### src/rtl/xcd_pkg.sv
package xcd_pkg;

   typedef enum logic [1:0] {
      SRC_EXT     = 2'b00,
      SRC_INT     = 2'b01,
      SRC_AUTO    = 2'b10,
      SRC_INT_ALT = 2'b11
   } src_mode_e;

   function automatic logic detect_on(input src_mode_e m);
      return m[1];
   endfunction

endpackage

### src/rtl/xcd_sync.sv
module xcd_sync #(
   parameter int STAGES = 2
) (
   input  logic clk,
   input  logic rst_n,
   input  logic d_i,
   output logic q_o
);
   if (STAGES < 2) begin : g_bad
      $error("xcd_sync: STAGES must be at least 2");
   end

   logic [STAGES-1:0] chain_q;

   for (genvar i = 0; i < STAGES; i++) begin : g_stage
      if (i == 0) begin : g_first
         always_ff @(posedge clk or negedge rst_n) begin
            if (!rst_n) chain_q[0] <= 1'b0;
            else        chain_q[0] <= d_i;
         end
      end else begin : g_next
         always_ff @(posedge clk or negedge rst_n) begin
            if (!rst_n) chain_q[i] <= 1'b0;
            else        chain_q[i] <= chain_q[i-1];
         end
      end
   end

   assign q_o = chain_q[STAGES-1];
endmodule

### src/rtl/xcd_gap_watch.sv
module xcd_gap_watch #(
   parameter int GAP_LIMIT  = 250,
   parameter int LOCK_EDGES = 4
) (
   input  logic clk,
   input  logic rst_n,
   input  logic lvl_i,
   output logic alive_o
);
   localparam int CW = $clog2(GAP_LIMIT + 1);
   localparam int LW = $clog2(LOCK_EDGES + 1);
   localparam logic [CW-1:0] GAP_MAX = CW'(GAP_LIMIT);

   if (GAP_LIMIT < 2) begin : g_bad_gap
      $error("xcd_gap_watch: GAP_LIMIT must be at least 2");
   end
   if (LOCK_EDGES < 1) begin : g_bad_lock
      $error("xcd_gap_watch: LOCK_EDGES must be at least 1");
   end

   logic          lvl_d;
   logic          rise;
   logic          expired;
   logic [CW-1:0] gap_q;
   logic          alive_q;

   always_ff @(posedge clk or negedge rst_n) begin
      if (!rst_n) lvl_d <= 1'b0;
      else        lvl_d <= lvl_i;
   end

   assign rise    = lvl_i & ~lvl_d;
   assign expired = (gap_q == GAP_MAX);

   // cycles since the last rising edge, saturating at the limit
   always_ff @(posedge clk or negedge rst_n) begin
      if (!rst_n)        gap_q <= GAP_MAX;
      else if (rise)     gap_q <= '0;
      else if (!expired) gap_q <= gap_q + CW'(1);
   end

   if (LOCK_EDGES == 1) begin : g_single
      always_ff @(posedge clk or negedge rst_n) begin
         if (!rst_n)       alive_q <= 1'b0;
         else if (rise)    alive_q <= ~expired;
         else if (expired) alive_q <= 1'b0;
      end
   end else begin : g_multi
      logic [LW-1:0] qual_q;
      logic [LW-1:0] qual_inc;
      assign qual_inc = qual_q + LW'(1);

      always_ff @(posedge clk or negedge rst_n) begin
         if (!rst_n) begin
            alive_q <= 1'b0;
            qual_q  <= '0;
         end else if (rise) begin
            if (expired) begin
               alive_q <= 1'b0;
               qual_q  <= LW'(1);
            end else if (!alive_q) begin
               qual_q <= qual_inc;
               if (qual_inc == LW'(LOCK_EDGES)) alive_q <= 1'b1;
            end
         end else if (expired) begin
            alive_q <= 1'b0;
            qual_q  <= '0;
         end
      end
   end

   assign alive_o = alive_q;
endmodule

### src/rtl/xcd_src_sel.sv
module xcd_src_sel
   import xcd_pkg::*;
(
   input  logic [1:0] mode_i,
   input  logic       alive_i,
   output logic       use_ext_o,
   output logic       status_o
);
   src_mode_e mode;
   assign mode = src_mode_e'(mode_i);

   always_comb begin
      unique case (mode)
         SRC_EXT:     use_ext_o = 1'b1;
         SRC_AUTO:    use_ext_o = alive_i;
         SRC_INT,
         SRC_INT_ALT: use_ext_o = 1'b0;
         default:     use_ext_o = 1'b0;
      endcase
   end

   assign status_o = detect_on(mode) & use_ext_o;
endmodule

### src/rtl/xcd_top.sv
module xcd_top #(
   parameter int REF_HZ      = 1000000,
   parameter int MIN_EXT_HZ  = 4000,
   parameter int SYNC_STAGES = 2,
   parameter int LOCK_EDGES  = 4
) (
   input  logic       clk,
   input  logic       rst_n,
   input  logic       ext_clk_i,
   input  logic [1:0] src_mode_i,
   output logic       ext_alive_o,
   output logic       use_ext_o,
   output logic       status_o
);
   localparam int GAP_LIMIT = REF_HZ / MIN_EXT_HZ;

   if (MIN_EXT_HZ < 1 || REF_HZ < 2 * MIN_EXT_HZ) begin : g_bad_rate
      $error("xcd_top: REF_HZ must be at least twice MIN_EXT_HZ");
   end

   logic ext_sync;

   xcd_sync #(.STAGES(SYNC_STAGES)) u_sync (
      .clk   (clk),
      .rst_n (rst_n),
      .d_i   (ext_clk_i),
      .q_o   (ext_sync)
   );

   xcd_gap_watch #(.GAP_LIMIT(GAP_LIMIT), .LOCK_EDGES(LOCK_EDGES)) u_watch (
      .clk     (clk),
      .rst_n   (rst_n),
      .lvl_i   (ext_sync),
      .alive_o (ext_alive_o)
   );

   xcd_src_sel u_sel (
      .mode_i    (src_mode_i),
      .alive_i   (ext_alive_o),
      .use_ext_o (use_ext_o),
      .status_o  (status_o)
   );
endmodule

### config.mk
export PLATFORM = sky130hd
export DESIGN_NAME = xcd_top
export DESIGN_NICKNAME = d
export VERILOG_FILES = /design/src/rtl/xcd_pkg.sv /design/src/rtl/xcd_sync.sv /design/src/rtl/xcd_gap_watch.sv /design/src/rtl/xcd_src_sel.sv /design/src/rtl/xcd_top.sv
export SDC_FILE = /design/constraint.sdc
export NUM_CORES = 1
export LEC_CHECK = 0
export BUFFER_PORTS_ARGS = -buffer_cell sky130_fd_sc_hd__buf_2
export CORE_MARGIN = 5
export CORE_UTILIZATION = 25
export DETAILED_ROUTE_END_ITERATION = 8
export GPL_TIMING_DRIVEN = 0
export PLACE_DENSITY = 0.5
export SYNTH_ARGS = -nofsm -noshare
export SYNTH_HDL_FRONTEND = slang
export SYNTH_HIERARCHICAL = 1
export SYNTH_SLANG_ARGS = --single-unit
### constraint.sdc
create_clock -name clk -period 1.55 [get_ports clk]
set_input_delay 0.155 -clock clk [delete_from_list [all_inputs] [get_ports clk]]
set_output_delay 0.155 -clock clk [all_outputs]
set_load 0.01 [all_outputs]
After elaboration in Yosys (flattened, before gate mapping):

Index checks and enable logic that the tools add are counted.

* $add $sub $neg: 2
* eq/ne operators: 7
* muxes and demuxes: 12
* bitwise logic cells: 3
* reduce and logical (&&, ||, !) cells: 4

Operator list (count)
* $mux 8: 2
* $mux 3: 4
* $add 8x1->8 const B: 1
* $eq 8x8->1 const B: 1
* $mux 1: 5
* $eq 2x2->1 const B: 2
* $ne 2x1->1 const B: 2
* $add 3x1->3 const B: 1
* $eq 3x3->1 const B: 1
* $pmux 1 s3: 1
* $and 1x1->1: 2
* $eq 2x1->1 const B: 1
* $logic_not 2->1: 1
* $reduce_and 2->1: 1
* $reduce_bool 2->1: 1
* $reduce_or 2->1: 1
* $not 1->1: 1

* register bits after elaboration: 15
* input bits: 5
* word-level logic and storage cells: 34

Depth between registers and ports, before layout:

Gate-level depths: netlist (run 1).

* depth in word-level cells: 6
* gate-level depth with buffers: 5
* mapped depth without buffers: 5

Modules after synthesis:

The synthesis (run 1) kept the hierarchy.

Modules (own cells, without submodules)
* xcd_gap_watch: instances 1, cells each 64, area each 676.9 sq um
* xcd_sync: instances 1, cells each 2, area each 50.0 sq um
* xcd_src_sel: instances 1, cells each 3, area each 21.3 sq um

Worst setup path before layout (run 1):

No wires, ideal clock.

* kind: register to register
* start: register u_watch.gap_q[1]
* end: register u_watch.g_multi.qual_q[0]
* arrival: 1.289 ns
* setup slack: 0.145 ns
* stages on the path, launching flop included: 5
* clock period less this slack: 1.405 ns
* cells stage by stage: dfstp_2 -> ha_1 -> nand3_1 -> or3_1 -> o311ai_0

* cells in the longest elaborated chain, start to end: 3
* elaborated cells between the ends (all ways): 6
* those cells by class: 2 x eq/ne; 2 x mux; 2 x reduce/logical

RTL lines
* start: declaration: RTL line xcd_gap_watch.sv:24 `logic [CW-1:0] gap_q;`
* start signal: assignment: RTL line xcd_gap_watch.sv:39 `else if (!expired) gap_q <= gap_q + CW'(1);`
* $eq 8x8->1 *: RTL line xcd_gap_watch.sv:33 `assign expired = (gap_q == GAP_MAX);`
* $ne 2x1->1 (no source line), or another cell as far along
* $reduce_and 2->1 (no source line) or $mux 3 (tied branches)
* end signal: assignment: RTL line xcd_gap_watch.sv:62 `qual_q <= qual_inc;`
* end: declaration: RTL line xcd_gap_watch.sv:49 `logic [LW-1:0] qual_q;`

Mark *: on every way between the ends. The rest lies on a longest branch, timed or not.
A chain may end at the register's enable or synchronous reset.

Worst setup path in the final report (run 1):

* start: register u_watch.gap_q[1]
* end: register u_watch.gap_q[6]

* cells in the longest elaborated chain, start to end: 3
* elaborated cells between the ends (all ways): 5
* those cells by class: 1 x add/sub; 2 x eq/ne; 2 x mux

RTL lines
* $add 8x1->8: RTL line xcd_gap_watch.sv:39
* $mux 8: RTL line xcd_gap_watch.sv:39
* $mux 8: RTL line xcd_gap_watch.sv:38 `else if (rise) gap_q <= '0;`

Several ways; a longest one is shown, not always the timed one. The select of a mux whose other input is x is not followed.

==> results of run 1 <==
## power groups by stage
stage               combinational, uW  clock [uW]  sequential, uW
floorplan                         212           0             604
global placement                  277           0             623
detailed placement                293           0             626
CTS                               298         232             620
global route                      348         260             648
finish                            300         220             625
## critical path: stages (launching register included)
cell and delay (ns):
dfstp_2 0.59, ha_2 0.21, nand3_2 0.10, or3_1 0.36, a21oi_1 0.16
## logic make-up (layout without fill, tap and decap cells)
kind of cell               after synthesis  count (layout)
xor gates and xnor gates                 4               4
DFF                                     15              15
AOI/OAI and AO/OA                       15              15
and+or+nand+nor                         27              27
adders and majority gates                4               4
muxes                                    1               1
buffers and inverters                    3              16
## layer usage
| layer | share of wire | wire length (um) | up-vias | global-route usage |
|---|---|---|---|---|
| li1 | - | - | 274 | - |
| met1 | 0.48 | 664 | 269 | 0.0951 |
| met2 | 0.47 | 651 | 5 | 0.115 |
| met3 | 0.012 | 17 | 4 | 0.0155 |
| met4 | 0.028 | 39 | 0 | 0.0633 |
| met5 | 0 | 0 | - | 0 |
## state kept, by name, summed over array words and instances, names as in the netlist
signal,cells
u_watch/alive_o,1
u_watch/gap_q,8
u_sync/q_o,1
u_sync/chain_q,1
u_watch/g_multi.qual_q,3
u_watch/lvl_d,1
## worst paths after layout
check,slack [ns],endpoint,from
worst min-delay path,0.30,u_watch/alive_o,rst_n
min in group clk,0.36,u_sync/q_o,u_sync/chain_q[0]
worst max register to register,0.07,u_watch/gap_q[6],u_watch/gap_q[1]
worst min register to register,0.36,u_sync/q_o,u_sync/chain_q[0]
max in group asynchronous,0.96,u_watch/gap_q[7],rst_n
worst max-delay path,0.07,u_watch/gap_q[6],u_watch/gap_q[1]
## layout by cell type, fill, tap and decap left out, types with 2 or more instances in the layout
cell and n:
dfstp_2 6, nor3_1 2, nand2_1 2, o21ai_0 4
nand3_2 2, buf_2 7, ha_1 3, a21oi_1 5
or3_1 2, clkbuf_1 2, clkbuf_4 3, dfrtp_1 9
dlygate4sd3_1 2, nor2_1 6, inv_1 2, xor2_1 3
## area by class of cell
class / instances / area share
Buffer: 1 / 0.00423
Clock buffer: 4 / 0.0296
Inverter: 2 / 0.00845
Multi-Input combinational cell: 51 / 0.421
Sequential cell: 15 / 0.431
Tap cell: 31 / 0.0437
Timing Repair Buffer: 9 / 0.0620
## stage by stage
stage          setup WS [ns]  TNS (ns)  cells  hold slack, ns
4_1_cts              0.00730         0    113           0.305
2_1_floorplan          0.145         0     69          -0.141
3_3_place_gp          0.0437         0    107          0.0750
3_5_place_dp         0.00456         0    107          0.0786
6_report              0.0675         0    113           0.298
5_1_grt             -0.00258  -0.00258    113           0.329
## repair_timing
action                                  CTS  global route
hold buffers                              2             0
buffers inserted                          0             0
hold endpoints to repair                 10             0
endpoints found under the setup margin    0             7
resized for setup                         0             4
==> impl_metrics.yaml, run 1 <==
route:
  route.detailed.drc: 0
  vias: 552
  drt_iter0_markers: 6
  viasPerCell: 4.88
  wl_um: 1370
  antenna_left: 0
  routedWlPerCell_um: 12.1
  dr.pass1.iters: 3
sta:
  layout_min_cycle_time_ns: 1.48
  setup_violations: 0
  rsz0062_at_grt: "yes"
  fin_skew_ns: 0.00252
  fmax_mhz: 675
  fin_crit_sh: 0.956
  worst_pin_slew_ns: 0.394
  hold_viol: 0
  slew_violations: 0
  slew_headroom: 0.737
grt:
  grt_max_degree: 16
  grt_pass1_wl_um: 2460
  antenna_found_initial: 0
  grt_pass1_vias: 545
  grt_usage: 0.0769
  gr-total-overflow: 0
finish:
  drive_gt1_frac: 0.293
  final_cell_area_sq_um: 888
  area_growth_pct: 18.7
  multiInputGateArea_sq_um: 374
  fillers: 307
  num_antenna_cells: 0
  final_nets: 92
  regArea_sq_um: 383
  post-route-util: 0.317
floorplan:
  dieArea_sq_um: 4190
  die_h_um: 64.7
  start_util: 0.267
  io_pins: 8
  die_x_um: 64.7
  core-area_sq_um: 2810
  rows: 19
logic_synthesis:
  synth.area.top_cells: "dfrtp_1, dfstp_2, ha_1, xor2_1, a21oi_1"
  dominantRegCellSynth: "dfrtp_1"
  synthAdderAreaFrac: 0.0669
  synth.distinct_cells: 33
  synth-edff-count: 0
  synth_top_area_cell: "dfrtp_1"
  ys.warnings.count: 6
  synthArstFlopShare: 1.00
  synth_top_area_frac: 0.301
  synth_simple_gate_area_share: 0.222
  synth_most_common_cell: "dfrtp_1"
  synth_compound_area_frac: 0.124
  synth_nets: 78
  muxShareOfSynthArea: 0.0134
  syn_avg_cell_area_sq_um: 10.8
  ys_seq_elements: 15
  syn_inst: 69
  yosysSeqAreaShare: 0.512
  synth_commonest_cells: "dfrtp_1, dfstp_2, nor2_1, a21oi_1"
  synth_top_family_by_area: "simple AND/OR/NAND/NOR gates"
  syn_area_sq_um: 748
  synth_xor_area_frac: 0.0468
power:
  p_clk_frac: 0.192
  switchingPower_uw: 384
  pwr-share-seq: 0.546
  vdd_drop_max_mv: 0.508
  p_leak_uw: 0.000349
  total_power_uw: 1150
  p_sw_frac: 0.335
  comb_power_share: 0.262
  power.density_nw_per_um2: 1290
  intPower_uw: 762
setup_path:
  worst_r2r_path_depth: 4
  crit_type: "flip-flop to flip-flop"
  end_kind: "flip-flop"
  crit_path_start_kind: "flip-flop"
  worstPathArrival_ns: 1.69
  required_ns: 1.76
  critPathMaxFanout: 5
place:
  io_buffers: 7
  dp_hpwl_um: 1000
  gp_congestion: 0.757
  place_area_sq_um: 822
run:
  maxCapViolCount: 0
run_status:
  status: "finished, final reports clean"
clocking:
  cts_buffer_depth: 2
  clk_pin_slew_ns: 0.09
  htreeDepth: 1
  clock-sinks: 15
  cts_buffers: 3
  cts_tree: "yes"
  clk_latency_ns: 0.28
  clock-root-buffer: "clkbuf_4"
hold_path:
  hold_path_class: "primary input to async pin"
Power figures use the tool's default switching activity.
==> inputs of run 2 (changes only) <==
--- a/config.mk
+++ b/config.mk
@@ -5,7 +5,7 @@
 export SDC_FILE = /design/constraint.sdc
 export NUM_CORES = 1
 export LEC_CHECK = 0
-export BUFFER_PORTS_ARGS = -buffer_cell sky130_fd_sc_hd__buf_2
+export BUFFER_PORTS_ARGS = -buffer_cell sky130_fd_sc_hd__clkbuf_2
 export CORE_MARGIN = 5
 export CORE_UTILIZATION = 25
 export DETAILED_ROUTE_END_ITERATION = 8
==> impl_metrics.yaml, run 2 (synthesis gave the netlist of run 1 again) <==
run_status:
  status: "finished, final reports clean"
sta:
  worst_pin_slew_ns: 0.399
  fmax_mhz: 675
  fin_crit_sh: 0.955
  rsz0062_at_grt: "yes"
  slew_headroom: 0.734
  slew_violations: 0
  layout_min_cycle_time_ns: 1.48
  setup_violations: 0
  hold_viol: 0
  fin_skew_ns: 0.00664
power:
  comb_power_share: 0.258
  p_sw_frac: 0.339
  intPower_uw: 757
  p_clk_frac: 0.194
  p_leak_uw: 0.000352
  power.density_nw_per_um2: 1290
  pwr-share-seq: 0.548
  switchingPower_uw: 388
  vdd_drop_max_mv: 0.565
place:
  gp_congestion: 0.741
  io_buffers: 7
  dp_hpwl_um: 956
  place_area_sq_um: 822
clocking:
  cts_buffers: 3
  clk_pin_slew_ns: 0.09
  cts_setup_buffers: 0
  htreeDepth: 1
  clk_latency_ns: 0.28
  cts_tree: "yes"
  clock-root-buffer: "clkbuf_4"
  clock-sinks: 15
  cts_buffer_depth: 2
floorplan:
  core-area_sq_um: 2810
  dieArea_sq_um: 4190
  rows: 19
  io_pins: 8
  die_h_um: 64.7
  start_util: 0.267
  die_x_um: 64.7
grt:
  grt_pass1_vias: 514
  grt_usage: 0.0743
  antenna_found_initial: 0
  grt_max_degree: 16
  gr-total-overflow: 0
  grt_pass1_wl_um: 2360
route:
  route.detailed.drc: 0
  dr_wl_met3_um: 20
  antenna_left: 0
  route.met2.wl_um: 594
  drt_iter0_markers: 6
  highest_layer: "met4"
  vias: 548
  dr.pass1.iters: 4
  met1Wirelength_um: 660
  wl_um: 1330
  viasPerCell: 4.85
  routedWlPerCell_um: 11.7
setup_path:
  rr_startpoint: "u_watch/gap_q[1]"
  crit_path_start_kind: "flip-flop"
  required_ns: 1.76
  worstPathArrival_ns: 1.69
  endpoint: "u_watch/gap_q[6]"
  worst_r2r_path_depth: 4
  rrSetupSlack_ns: 0.07
  r2r_end: "u_watch/gap_q[6]"
  end_kind: "flip-flop"
  cp-startpoint: "u_watch/gap_q[1]"
  crit_type: "flip-flop to flip-flop"
  critPathMaxFanout: 5
hold_path:
  hold_path_class: "primary input to async pin"
finish:
  layout_common_cells: "dfrtp_1, clkbuf_2, nor2_1, dfstp_2, a21oi_1"
  num_antenna_cells: 0
  final_common_cell: "dfrtp_1"
  largest_reg_flops: 8
  final_cell_area_sq_um: 890
  area_growth_pct: 18.9
  post-route-util: 0.317
  final_nets: 92
  reg.largest.list: "u_watch/gap_q: 8 flops, u_watch/g_multi.qual_q: 3 flops"
  drive_gt1_frac: 0.305
  top_register: "u_watch/gap_q"
run:
  maxCapViolCount: 0
run 2: changes by cell type in the layout (fill, tap and decap cells not counted), sizes merged:
cell | previous run | this run
clkinv | 0 | 1
buf | 7 | 0
clkbuf | 5 | 11
run 2: critical path, stage by stage, from the launching register on:
cell and delay (ns):
dfstp_2 0.59, ha_2 0.21, nand3_2 0.10, or3_1 0.36
a21oi_1 0.15
run 2: area by class of cell:
class / count / area, sq um
Fill cell: 297 / 1920
Sequential cell: 15 / 383
Multi-Input combinational cell: 51 / 374
Timing Repair Buffer: 9 / 55.1
Tap cell: 31 / 38.8
Clock buffer: 3 / 22.5
Inverter: 2 / 7.51
Clock inverter: 1 / 5.00
Buffer: 1 / 3.75
run 2: repair_timing:
item / in CTS / in global routing
gates resized for setup: 1 / 3
pin swaps: 0 / 1
hold endpoints to repair: 10 / 0
hold buffers: 2 / 0
endpoints found under the setup margin: 1 / 2
run 2: layer usage:
metal	up-vias	track usage
li1	274	-
met4	0	0.0633
met3	5	0.0155
met2	6	0.102
met1	263	0.0982
met5	-	0
run 2: worst min path at each step:
stage                     slack, ns  startpoint                   endpoint  depth (start not counted)
after floorplan               -0.14       rst_n          u_sync/chain_q[0]                          0
after global placement         0.09       rst_n           u_watch/gap_q[2]                          1
after detailed placement       0.09       rst_n           u_watch/gap_q[2]                          1
after CTS                      0.31       rst_n           u_watch/gap_q[0]                          2
after global routing           0.35       rst_n  u_watch/g_multi.qual_q[2]                          2
final                          0.31       rst_n           u_watch/gap_q[0]                          2
run 2: metrics by stage:
step	std cells	hold WS, ns	total power [uW]	setup TNS [ns]	worst slack [ns]
2_1_floorplan	69	-0.141	816	0	0.145
3_3_place_gp	107	0.0870	899	0	0.0462
3_5_place_dp	107	0.0926	914	0	0.0285
4_1_cts	113	0.312	1150	0	0.0370
5_1_grt	113	0.347	1240	-0.0410	-0.0325
6_report	113	0.313	1150	0	0.0693
run 2: power groups by stage:
stage          logic [uW]  registers [uW]  clock network [uW]
2_1_floorplan         212             604                   0
3_3_place_gp          276             623                   0
3_5_place_dp          286             628                   0
4_1_cts               294             622                 233
5_1_grt               338             652                 247
6_report              296             628                 222
==> inputs of run 3 (changes only) <==
--- a/config.mk
+++ b/config.mk
@@ -6,11 +6,13 @@
 export NUM_CORES = 1
 export LEC_CHECK = 0
 export BUFFER_PORTS_ARGS = -buffer_cell sky130_fd_sc_hd__clkbuf_2
+export CELL_PAD_IN_SITES_DETAIL_PLACEMENT = 0
+export CELL_PAD_IN_SITES_GLOBAL_PLACEMENT = 1
 export CORE_MARGIN = 5
 export CORE_UTILIZATION = 25
 export DETAILED_ROUTE_END_ITERATION = 8
 export GPL_TIMING_DRIVEN = 0
-export PLACE_DENSITY = 0.5
+export PLACE_DENSITY = 0.57
 export SYNTH_ARGS = -nofsm -noshare
 export SYNTH_HDL_FRONTEND = slang
 export SYNTH_HIERARCHICAL = 1
==> impl_metrics.yaml, run 3 (synthesis gave the netlist of run 1 again) <==
run_status:
  status: "finished, final reports clean"
setup_path:
  required_ns: 1.76
  rrSetupSlack_ns: 0.06
  r2r_end: "u_watch/gap_q[6]"
  critPathMaxFanout: 5
  worstPathArrival_ns: 1.70
  rr_startpoint: "u_watch/gap_q[1]"
  worst_r2r_path_depth: 4
  crit_path_start_kind: "flip-flop"
  crit_type: "flip-flop to flip-flop"
  end_kind: "flip-flop"
route:
  vias: 567
  routedWlPerCell_um: 12.3
  antenna_left: 0
  dr.pass1.iters: 4
  viasPerCell: 4.93
  drt_iter0_markers: 6
  route.detailed.drc: 0
  wl_um: 1420
finish:
  layout_common_cells: "dfrtp_1, clkbuf_2, nor2_1, dfstp_2, a21oi_1"
  drive_gt1_frac: 0.310
  post-route-util: 0.321
  regArea_sq_um: 383
  final_common_cell: "dfrtp_1"
  fillers: 295
  num_antenna_cells: 0
  instances_no_fill: 115
  multiInputGateArea_sq_um: 372
  area_growth_pct: 20.4
  reg.largest.list: "u_watch/gap_q: 8 flops, u_watch/g_multi.qual_q: 3 flops"
  top_register: "u_watch/gap_q"
  largest_reg_flops: 8
  final_nets: 94
clocking:
  clk_pin_slew_ns: 0.09
  clock-root-buffer: "clkbuf_4"
  clk_latency_ns: 0.27
  cts_buffer_depth: 2
  cts_buffers: 3
  clock-sinks: 15
  cts_tree: "yes"
  htreeDepth: 1
power:
  power.density_nw_per_um2: 1260
  total_power_uw: 1140
  vdd_drop_max_mv: 0.530
  p_leak_uw: 0.000356
grt:
  grt_usage: 0.0780
  grt_pass1_wl_um: 2530
  gr-total-overflow: 0
  grt_max_degree: 16
  grt_pass1_vias: 584
  antenna_found_initial: 0
sta:
  fin_crit_sh: 0.961
  fin_skew_ns: 0.00145
  rsz0062_at_grt: "yes"
  setup_violations: 0
  worst_pin_slew_ns: 0.385
  fmax_mhz: 671
  hold-worst-slack_ns: 0.325
  slew_headroom: 0.743
  hold_viol: 0
  slew_violations: 0
  layout_min_cycle_time_ns: 1.49
floorplan:
  rows: 19
  core-area_sq_um: 2810
  dieArea_sq_um: 4190
  start_util: 0.267
  die_x_um: 64.7
  io_pins: 8
  die_h_um: 64.7
place:
  gp_congestion: 0.719
  io_buffers: 7
  dp_hpwl_um: 1010
  dp.cells: 107
run:
  maxCapViolCount: 0
hold_path:
  hold_path_class: "primary input to async pin"
[run 3: routing by layer]
layer | vias to the layer above | GRT usage | wire length (um)
met1 | 281 | 0.0920 | 657
met5 | - | 0 | 0
met4 | 0 | 0.0633 | 34
met2 | 5 | 0.126 | 700
met3 | 2 | 0.0104 | 26
li1 | 279 | - | -
[run 3: critical path, cell delays in order (launching register included)]
cell,delay (ns)
dfstp_2,0.59
ha_2,0.20
nand3_1,0.12
or3_1,0.36
a21oi_1,0.15
[run 3: report_power, final]
part           internal, uW  switching, uW  total [uW]
Sequential              503            123         626
Combinational           158            136         293
Clock                  99.5            118         218
Total                   760            377        1140
[run 3: worst max path at each step]
stage	start	to	slack, ns
after global placement	u_watch/gap_q[1]	u_watch/g_multi.qual_q[0]	0.01
after global routing	u_watch/gap_q[1]	u_watch/g_multi.qual_q[0]	-0.05
after CTS	u_watch/gap_q[1]	u_watch/gap_q[6]	0.04
after detailed placement	u_watch/gap_q[1]	u_watch/g_multi.qual_q[0]	-0.02
after floorplan	u_watch/gap_q[1]	u_watch/g_multi.qual_q[0]	0.15
final	u_watch/gap_q[1]	u_watch/gap_q[6]	0.06
[run 3: layout make-up]
class / instances / area share
flip-flops and latches: 15 / 0.425
multi-input cells: 51 / 0.412
repair buffers: 11 / 0.0778
well taps: 31 / 0.0431
clock buffers: 4 / 0.0292
inverters: 2 / 0.00833
plain buffers: 1 / 0.00417
[run 3: repair_timing]
item / in CTS / in global routing
cloned: 0 / 0
setup buffers: 0 / 2
pin swaps: 0 / 1
resized for setup: 1 / 3
hold buffers: 2 / 0
endpoints found under the setup margin: 1 / 2
hold endpoints to repair: 10 / 0
[run 3: metrics by stage]
step,setup slack [ns],setup TNS [ns],instance area (sq um)
finish,0.0597,0,901
global route,-0.0459,-0.0764,901
CTS,0.0448,0,873
detailed placement,-0.0226,-0.0226,822
global placement,0.0112,0,822
floorplan,0.145,0,748
